$ cat src/rtl/rs_pkg.sv
package rs_pkg;

  typedef enum logic {
    RATE_FULL = 1'b0,
    RATE_3Q   = 1'b1
  } rate_e;

  // Binomial coefficient, used to build the low-pass kernels.
  function automatic int binom(input int n, input int k);
    int r;
    r = 1;
    for (int i = 0; i < k; i++) r = r * (n - i) / (i + 1);
    return r;
  endfunction

endpackage

$ cat src/rtl/rs_mixer.sv
module rs_mixer #(
  parameter int DW = 16
) (
  input  logic                 clk,
  input  logic                 rst,
  input  logic                 in_vld,
  input  logic [DW-1:0]        in_data,
  output logic signed [DW:0]   mix_i,
  output logic signed [DW:0]   mix_q
);

  logic [1:0]         phase;
  logic signed [DW:0] ext;
  logic signed [DW:0] neg;

  // Phase of the quarter-rate rotation, stepped only by accepted samples.
  always_ff @(posedge clk) begin
    if (rst) phase <= 2'd0;
    else if (in_vld) phase <= phase + 2'd1;
  end

  always_comb begin
    ext = {in_data[DW-1], in_data};
    neg = -ext;
    mix_i = '0;
    mix_q = '0;
    case (phase)
      2'd0: mix_i = ext;
      2'd1: mix_q = neg;
      2'd2: mix_i = neg;
      default: mix_q = ext;
    endcase
  end

  assert_phase_adv_R2: assert property (@(posedge clk) disable iff (rst)
    in_vld |=> phase == $past(phase) + 2'd1);

  assert_phase_hold_R7: assert property (@(posedge clk) disable iff (rst)
    !in_vld |=> $stable(phase));

endmodule

$ cat src/rtl/rs_rate_ctrl.sv
module rs_rate_ctrl
  import rs_pkg::*;
(
  input  logic  clk,
  input  logic  rst,
  input  logic  in_vld,
  input  rate_e mode,
  output logic  fire,
  output logic  half
);

  logic [1:0] cnt;
  logic [1:0] last;
  logic       emit;
  logic       emit_half;

  // cnt holds n mod 2 (full rate) or n mod 3 (three-quarter rate).
  always_comb begin
    last      = (mode == RATE_3Q) ? 2'd2 : 2'd1;
    emit      = in_vld && (cnt != 2'd0);
    emit_half = in_vld && (mode == RATE_3Q) && (cnt == 2'd1);
  end

  always_ff @(posedge clk) begin
    if (rst) begin
      cnt  <= 2'd0;
      fire <= 1'b0;
      half <= 1'b0;
    end else begin
      fire <= emit;
      half <= emit_half;
      if (in_vld) cnt <= (cnt == last) ? 2'd0 : cnt + 2'd1;
    end
  end

  assert_full_gap_R4: assert property (@(posedge clk) disable iff (rst)
    (mode == RATE_FULL && fire) |=> !fire);

  assert_half_mode_R5: assert property (@(posedge clk) disable iff (rst)
    half |-> mode == RATE_3Q);

endmodule

$ cat src/rtl/rs_fir_branch.sv
module rs_fir_branch
  import rs_pkg::*;
#(
  parameter int DW    = 16,
  parameter int ORDER = 4
) (
  input  logic                  clk,
  input  logic                  rst,
  input  logic                  shift_en,
  input  logic signed [DW:0]    din,
  output logic signed [DW-1:0]  y_full,
  output logic signed [DW-1:0]  y_half
);

  localparam int NT = ORDER + 2;          // history length for the longer kernel
  localparam int AW = DW + ORDER + 3;     // accumulator width
  localparam logic signed [AW-1:0] MAXV = AW'((64'sd1 <<< (DW-1)) - 64'sd1);
  localparam logic signed [AW-1:0] MINV = ~MAXV;

  logic signed [DW:0]   win [NT];
  logic signed [AW-1:0] acc_f;
  logic signed [AW-1:0] acc_h;

  function automatic logic signed [DW-1:0] round_sat(
    input logic signed [AW-1:0] a,
    input int                   sh
  );
    logic signed [AW-1:0] bias;
    logic signed [AW-1:0] r;
    bias = '0;
    bias[sh-1] = 1'b1;
    r = (a + bias) >>> sh;
    if (r > MAXV) return MAXV[DW-1:0];
    if (r < MINV) return MINV[DW-1:0];
    return r[DW-1:0];
  endfunction

  always_ff @(posedge clk) begin
    if (rst) begin
      for (int i = 0; i < NT; i++) win[i] <= '0;
    end else if (shift_en) begin
      win[0] <= din;
      for (int i = 1; i < NT; i++) win[i] <= win[i-1];
    end
  end

  // Whole-sample phase: binomial row ORDER; half-sample phase: row ORDER+1.
  always_comb begin
    acc_f = '0;
    for (int k = 0; k <= ORDER; k++)
      acc_f = acc_f + AW'(int'(win[k]) * binom(ORDER, k));
    acc_h = '0;
    for (int k = 0; k <= ORDER + 1; k++)
      acc_h = acc_h + AW'(int'(win[k]) * binom(ORDER + 1, k));
    y_full = round_sat(acc_f, ORDER);
    y_half = round_sat(acc_h, ORDER + 1);
  end

  assert_win_hold_R7: assert property (@(posedge clk) disable iff (rst)
    !shift_en |=> $stable(win[0]));

endmodule

$ cat src/rtl/fs4_resampler.sv
module fs4_resampler
  import rs_pkg::*;
#(
  parameter int DW    = 16,
  parameter int ORDER = 4
) (
  input  logic          clk,
  input  logic          rst,
  input  logic          rate_sel,
  input  logic          smp_vld,
  input  logic [DW-1:0] smp_data,
  output logic          bb_vld,
  output logic [DW-1:0] bb_i,
  output logic [DW-1:0] bb_q
);

  rate_e              mode;
  logic signed [DW:0] mix_i;
  logic signed [DW:0] mix_q;
  logic               fire;
  logic               half;
  logic signed [DW-1:0] yi_full, yi_half, yq_full, yq_half;

  assign mode = rate_e'(rate_sel);

  rs_mixer #(.DW(DW)) u_mix (
    .clk(clk), .rst(rst), .in_vld(smp_vld), .in_data(smp_data),
    .mix_i(mix_i), .mix_q(mix_q)
  );

  rs_rate_ctrl u_ctrl (
    .clk(clk), .rst(rst), .in_vld(smp_vld), .mode(mode),
    .fire(fire), .half(half)
  );

  rs_fir_branch #(.DW(DW), .ORDER(ORDER)) u_fir_i (
    .clk(clk), .rst(rst), .shift_en(smp_vld), .din(mix_i),
    .y_full(yi_full), .y_half(yi_half)
  );

  rs_fir_branch #(.DW(DW), .ORDER(ORDER)) u_fir_q (
    .clk(clk), .rst(rst), .shift_en(smp_vld), .din(mix_q),
    .y_full(yq_full), .y_half(yq_half)
  );

  always_ff @(posedge clk) begin
    if (rst) begin
      bb_vld <= 1'b0;
      bb_i   <= '0;
      bb_q   <= '0;
    end else begin
      bb_vld <= fire;
      if (fire) begin
        bb_i <= half ? yi_half : yi_full;
        bb_q <= half ? yq_half : yq_full;
      end
    end
  end

  assert_reset_R1: assert property (@(posedge clk) disable iff (rst)
    $fell(rst) |-> (!bb_vld && bb_i == '0 && bb_q == '0));

  assert_latency_R6: assert property (@(posedge clk) disable iff (rst)
    bb_vld |-> $past(smp_vld, 2));

endmodule

$ cat config.mk
export PLATFORM = sky130hd
export DESIGN_NAME = fs4_resampler
export DESIGN_NICKNAME = d
export VERILOG_FILES = /design/src/rtl/rs_pkg.sv /design/src/rtl/rs_mixer.sv /design/src/rtl/rs_rate_ctrl.sv /design/src/rtl/rs_fir_branch.sv /design/src/rtl/fs4_resampler.sv
export SDC_FILE = /design/constraint.sdc
export NUM_CORES = 2
export LEC_CHECK = 0
export CAP_MARGIN = 30
export CORE_MARGIN = 4
export CORE_UTILIZATION = 45
export CTS_BUF_LIST = sky130_fd_sc_hd__clkbuf_16
export DETAILED_ROUTE_END_ITERATION = 10
export DONT_BUFFER_PORTS = 1
export PLACE_DENSITY_LB_ADDON = 0.08
export SYNTH_ARGS = -nofsm -noshare
export SYNTH_HDL_FRONTEND = slang
export SYNTH_SLANG_ARGS = --single-unit
$ cat constraint.sdc
create_clock -name clk -period 10.9 [get_ports clk]
set_clock_uncertainty 0.05 [all_clocks]
set_input_delay 1.09 -clock clk [delete_from_list [all_inputs] [get_ports clk]]
set_output_delay 1.09 -clock clk [all_outputs]
set_load 0.02 [all_outputs]
After elaboration in Yosys (flattened, before gate mapping)
Memory sizes are Yosys's and may differ from the RTL's.
Cells that the tools add are included.
Cells by class
  $add $sub $neg: 25
  multipliers: 10
  order comparisons: 8
  eq/ne operators: 4
  multiplexer cells: 51
  bitwise logic cells: 12
  reduce and logical (&&, ||, !) cells: 6
Operators with widths (number)
  2-to-1 mux 16 bit: 18
  2-to-1 mux 17 bit: 12
  adder 23 bit: 8
  multiplier 17 x 4 -> 21 bit (second input constant): 8
  adder 23 x 17 -> 23 bit: 4
  one-hot mux 17 bit (2 select lines): 2
  adder 23 x 19 -> 23 bit: 2
  adder 23 x 5 -> 23 bit (second input constant): 2
  adder 23 x 6 -> 23 bit (second input constant): 2
  adder 17 x 21 -> 22 bit: 2
  adder 17 x 19 -> 20 bit: 2
  multiplier 17 x 3 -> 20 bit (second input constant): 2
  greater-than comparator 19 x 16 -> 1 bit (second input constant): 2
  less-than comparator 19 x 16 -> 1 bit (second input constant): 2
  greater-than comparator 18 x 16 -> 1 bit (second input constant): 2
  less-than comparator 18 x 16 -> 1 bit (second input constant): 2
  2-to-1 mux 1 bit: 17
  negator 16 -> 17 bit: 1
  bitwise OR 1 bit: 12
  adder 2 x 1 -> 2 bit (second input constant): 2
  == test 2 x 1 -> 1 bit (second input constant): 2
  2-to-1 mux 2 bit: 2
  logical AND 1 bit: 3
  == test 2 bit: 1
  4 further kinds: 4
Word-level totals
  flip-flop bits (word level): 39
  bits in writable memories: 204
  input port bits: 20
  output and inout port bits: 33
  logic and storage cells: 125
  memories: 2
Memories
  u_fir_i.win: words 6, width 17, rd ports 6, clocked after Yosys merged registers in 0, wr ports 6, RTL line rs_fir_branch.sv:20  | logic signed [DW:0] win [NT];
  u_fir_q.win: words 6, width 17, rd ports 6, clocked after Yosys merged registers in 0, wr ports 6, RTL line rs_fir_branch.sv:20

Depth between registers and ports, before layout
An unclocked memory read counts as a cell.
  word-level depth: 14
  mapped depth: 31
  gate-level depth less buffers: 29

Modules after synthesis
A second synthesis with hierarchy kept.
Unflattened totals
  cells, all modules: 3102
  area, all modules: 31534.0 sq um
Modules (own cells, without submodules)
  rs_fir_branch (u_fir_i): instances 1, cells each 1403, area each 14488.9 sq um, sequential area each 3062.9 sq um
  rs_fir_branch (u_fir_q): instances 1, cells each 1384, area each 14382.5 sq um, sequential area each 3062.9 sq um
  fs4_resampler: instances 1, cells each 145, area each 1476.4 sq um, sequential area each 660.6 sq um
  rs_mixer: instances 1, cells each 153, area each 1012.2 sq um, sequential area each 40.0 sq um
  rs_rate_ctrl: instances 1, cells each 17, area each 173.9 sq um, sequential area each 80.1 sq um

Worst setup path before layout
Ideal clock, no wire load.
  kind: register to register
  from: memory u_fir_i.win[0][18] (netlist bit)
  to: register bb_i[1]
  setup time: 0.117 ns
  arrival time: 6.937 ns
  data required time: 10.733 ns
  path slack: 3.796 ns
  cell stages (with the launch flop): 28
  buffers on the path: 0
  clock period less this slack: 7.104 ns
  cells stage by stage: edfxtp_1 -> ha_1 -> fa_1 -> ha_1 -> a21o_1 -> a21oi_1 -> o21bai_1 -> a2111oi_0 -> nor3_1 -> or3_1 -> a21oi_1 -> xnor2_1 -> ha_1 -> fa_1 -> inv_1 -> fa_1 -> inv_1 -> ha_1 -> o21a_1 -> o21a_1 -> and3_1 -> and3_1 -> or2_2 -> a41oi_1 -> mux2i_1 -> nand2_1 -> a41o_1 -> a22o_1
RTL lines
  from (decl): RTL line rs_fir_branch.sv:20
  to (signal assigned): RTL line fs4_resampler.sv:54  | bb_i <= half ? yi_half : yi_full;
  to (decl): RTL line fs4_resampler.sv:13  | output logic [DW-1:0] bb_i,

==> reports/qor.yml <==
p_switching_w: 0.00403
worstPathRequired_ps: 11310
grt_antenna_before_repair: 0
cts_tree: "yes"
hold_start: "u_ctrl.cnt[0]$_SDFFE_PP0P_"
die_area_um2: 73400
wl_um: 83600
min_period_ps: 8660
overflow: 0
ant_nets: 0
max_stage_delay_ps: 970
cap_violations: 0
grt_pass1_vias: 22447
syn_nets: 4064
portBuffers: 0
path_clk_slew_ps: 60
cp_num_cells: 27
fp.dieW_um: 271
gp_congestion: 0.862
die_h_um: 271
drive_gt1_frac: 0.0314
seqPwrFrac: 0.161
synth_edf_count: 204
pwr-share-comb: 0.690
rsz0062_at_grt: "no"
synth_ff_type: "edfxtp_1"
final_core_util: 0.485
r2r-start: "u_fir_i.win[0][18]$_SDFFCE_PN0P_"
cp_data_arrival_time_ps: 9070
post_cts_buffers: 0
slowest_stage: "a2111oi_0"
synth_top_area_share: 0.213
insertion_delay_ps: 570
ys_warn_count: 0
grt_max_degree: 74
hpwlAfterDp_um: 67700
start_kind: "register"
fmax_mhz: 115
rrSetupSlack_ps: 2240
outcome: "finished clean"
grtUsageTotal: 0.225
cts_hold_buf: 0
grt_pass1_wl_um: 130000
worst_pin_slew_ps: 1150
cpMostUsedCell: "ha_1"
cts.sinks: 243
total_leakage_power_nw: 16.3
finalHoldViolCount: 0
fin_cells: 4209
antenna_cells: 0
synth_cells: 3271
first_pass_iters: 7
synth.avg_cell_area_um2: 9.51
io_pins: 53
syn2layout_area_growth_pct: 6.97
fill_cells: 6509
fin_tns_setup_ps: 0
fp.coreArea_um2: 68600
drt_iter0_markers: 1578
synthArstFlopShare: 0
wl_per_cell_um: 19.9
slew_viol_final: 0
power_w: 0.00810
syn_area_um2: 31100
cp_max_fo: 13
hold_class: "register to register"
ir_worst_vdd_v: 0.000189
ctsResizeCount: 0
crit_family: "compound AO/OA/AOI/OAI gates"
root_buffer: "clkbuf_16"
dr_total_vias: 22928
path_class: "register to register"
vias_per_cell: 5.45
worst-path-buf-inv: 2
synthTopCellsByArea: "ha_1 21%, edfxtp_1 20%, fa_1 16%, inv_1 5.7%, xnor2_1 4.9%"
setup_violations: 0
holdPathStages: 2
nNetsFinal: 4043
clockBufferDepth: 3
hold_end: "u_ctrl.cnt[0]$_SDFFE_PP0P_"
ys_ff_latch: 243
initial_core_util: 0.453
pwr-share-clk: 0.149
synth_seq_area_share: 0.222
maxSlewHeadroom: 0.236
critPathCaptureType: "register"
worstRegToRegCells: 27
dp_cells: 4141
row_count: 96
finalCritPeriodShare: 0.794
yosys.cell_types.count: 81
cts_max_level: 2
drc: 0
p_per_area_nw_per_um2: 244
synth_top_area_cell: "ha_1"
r2r-end: "bb_i[1]$_SDFFE_PP0P_"
p_int_w: 0.00408
switching_share: 0.497
cts-buffers-inserted: 36
## placed cells by master (no fill, tap or decap), drive strengths merged, types with 38 or more instances in the layout
cell type,count
a21oi,194
nor3,52
edfxtp,204
xor2,71
xnor2,173
ha,529
nor2,205
o21ai,137
nand3,53
a21o,83
fa,244
nand2,141
dfxtp,39
clkbuf,38
inv,482
and2,147
## cell usage after synthesis, drive strengths merged (4+ instances only)
| library cell | instances |
|---|---|
| a2111oi | 5 |
| a211o | 8 |
| a211oi | 28 |
| a21boi | 21 |
| a21o | 83 |
| a21oi | 194 |
| a22oi | 20 |
| a31o | 4 |
| a31oi | 21 |
| a41oi | 16 |
| and2 | 147 |
| and3 | 34 |
| buf | 11 |
| clkbuf | 56 |
| dfxtp | 39 |
| edfxtp | 204 |
| fa | 244 |
| ha | 529 |
| inv | 471 |
| mux2 | 4 |
| mux2i | 5 |
| nand2 | 141 |
| nand2b | 18 |
| nand3 | 53 |
| nand3b | 4 |
| nand4 | 20 |
| nor2 | 205 |
| nor2b | 25 |
| nor3 | 52 |
| nor3b | 17 |
| o211ai | 36 |
| o21a | 28 |
| o21ai | 137 |
| o21bai | 29 |
| o31ai | 19 |
| or2 | 19 |
| or3 | 29 |
| or4b | 4 |
| xnor2 | 173 |
| xor2 | 71 |
## worst max-delay path by stage
| stage | from | endpoint | slack [ps] |
|---|---|---|---|
| floorplan | u_fir_i.win[0][18]$_SDFFCE_PN0P_ | bb_i[1]$_SDFFE_PP0P_ | 3800 |
| global placement | u_fir_i.win[0][18]$_SDFFCE_PN0P_ | bb_i[1]$_SDFFE_PP0P_ | 2490 |
| detailed placement | u_fir_i.win[0][18]$_SDFFCE_PN0P_ | bb_i[1]$_SDFFE_PP0P_ | 2430 |
| CTS | u_fir_i.win[0][18]$_SDFFCE_PN0P_ | bb_i[1]$_SDFFE_PP0P_ | 2360 |
| global route | u_fir_i.win[0][18]$_SDFFCE_PN0P_ | bb_i[1]$_SDFFE_PP0P_ | 1870 |
| finish | u_fir_i.win[0][18]$_SDFFCE_PN0P_ | bb_i[1]$_SDFFE_PP0P_ | 2240 |
## metrics by stage
stage / hold WS, ps / instance area (µm²) / setup slack (ps)
after CTS: 457 / 33200 / 2360
after global routing: 484 / 33300 / 1870
after global placement: 428 / 32100 / 2490
after floorplan: 428 / 31100 / 3800
final: 458 / 33300 / 2240
after detailed placement: 450 / 32100 / 2430
## metal layers
metal / vias to the layer above / routed length [µm] / track usage
li1: 11278 / - / -
met4: 0 / 1190 / 0.0391
met1: 11168 / 42900 / 0.352
met3: 60 / 4300 / 0.0348
met2: 422 / 35200 / 0.332
met5: - / 0 / 0
## flip-flops by register name (all words and copies together) (netlist names)
signal / cells
bb_i: 16
bb_q: 16
bb_vld: 1
u_ctrl.cnt: 2
u_ctrl.fire: 1
u_ctrl.half: 1
u_fir_i.win: 102
u_fir_q.win: 102
u_mix.phase: 2
## power by group through the flow
stage	clock [W]	combinational [W]	sequential, W
floorplan	0	0.00417	0.00124
global placement	0	0.00548	0.00132
detailed placement	0	0.00553	0.00132
CTS	0.00124	0.00559	0.00130
global route	0.00128	0.00627	0.00132
finish	0.00121	0.00559	0.00130
## area by class of cell
class	count	area, µm²	area share
Multi-Input combinational cell	2490	22200	0.667
Sequential cell	243	6910	0.208
Inverter	471	1770	0.0532
Tap cell	931	1160	0.0350
Clock buffer	38	951	0.0286
Clock inverter	28	224	0.00673
Timing Repair Buffer	8	72.6	0.00218
## logic make-up after synthesis
family	Yosys count	share of synthesized area
flops	243	0.222
xor+xnor	244	0.0687
mux	9	0.00306
buf+inv	538	0.0656
simple gates	775	0.127
compound gates	689	0.144
fa+ha+maj	773	0.370
## worst reg2reg max path: stages (launching register included)
cell and delay (ps):
edfxtp_1 450, ha_1 350, fa_1 470, ha_1 350, a21o_1 180, a21oi_1 250
o21bai_1 130, a2111oi_0 970, nor3_1 180, or3_1 400, a21oi_1 190, xnor2_1 150
ha_1 270, fa_1 490, inv_1 60, fa_1 530, inv_1 40, ha_1 320
o21a_1 130, o21a_1 180, and3_1 180, and3_1 190, or2_2 340, a41oi_1 460
mux2i_1 320, nand2_1 390, a41o_1 380, a22o_1 180
(Power assumes the default switching activity.)
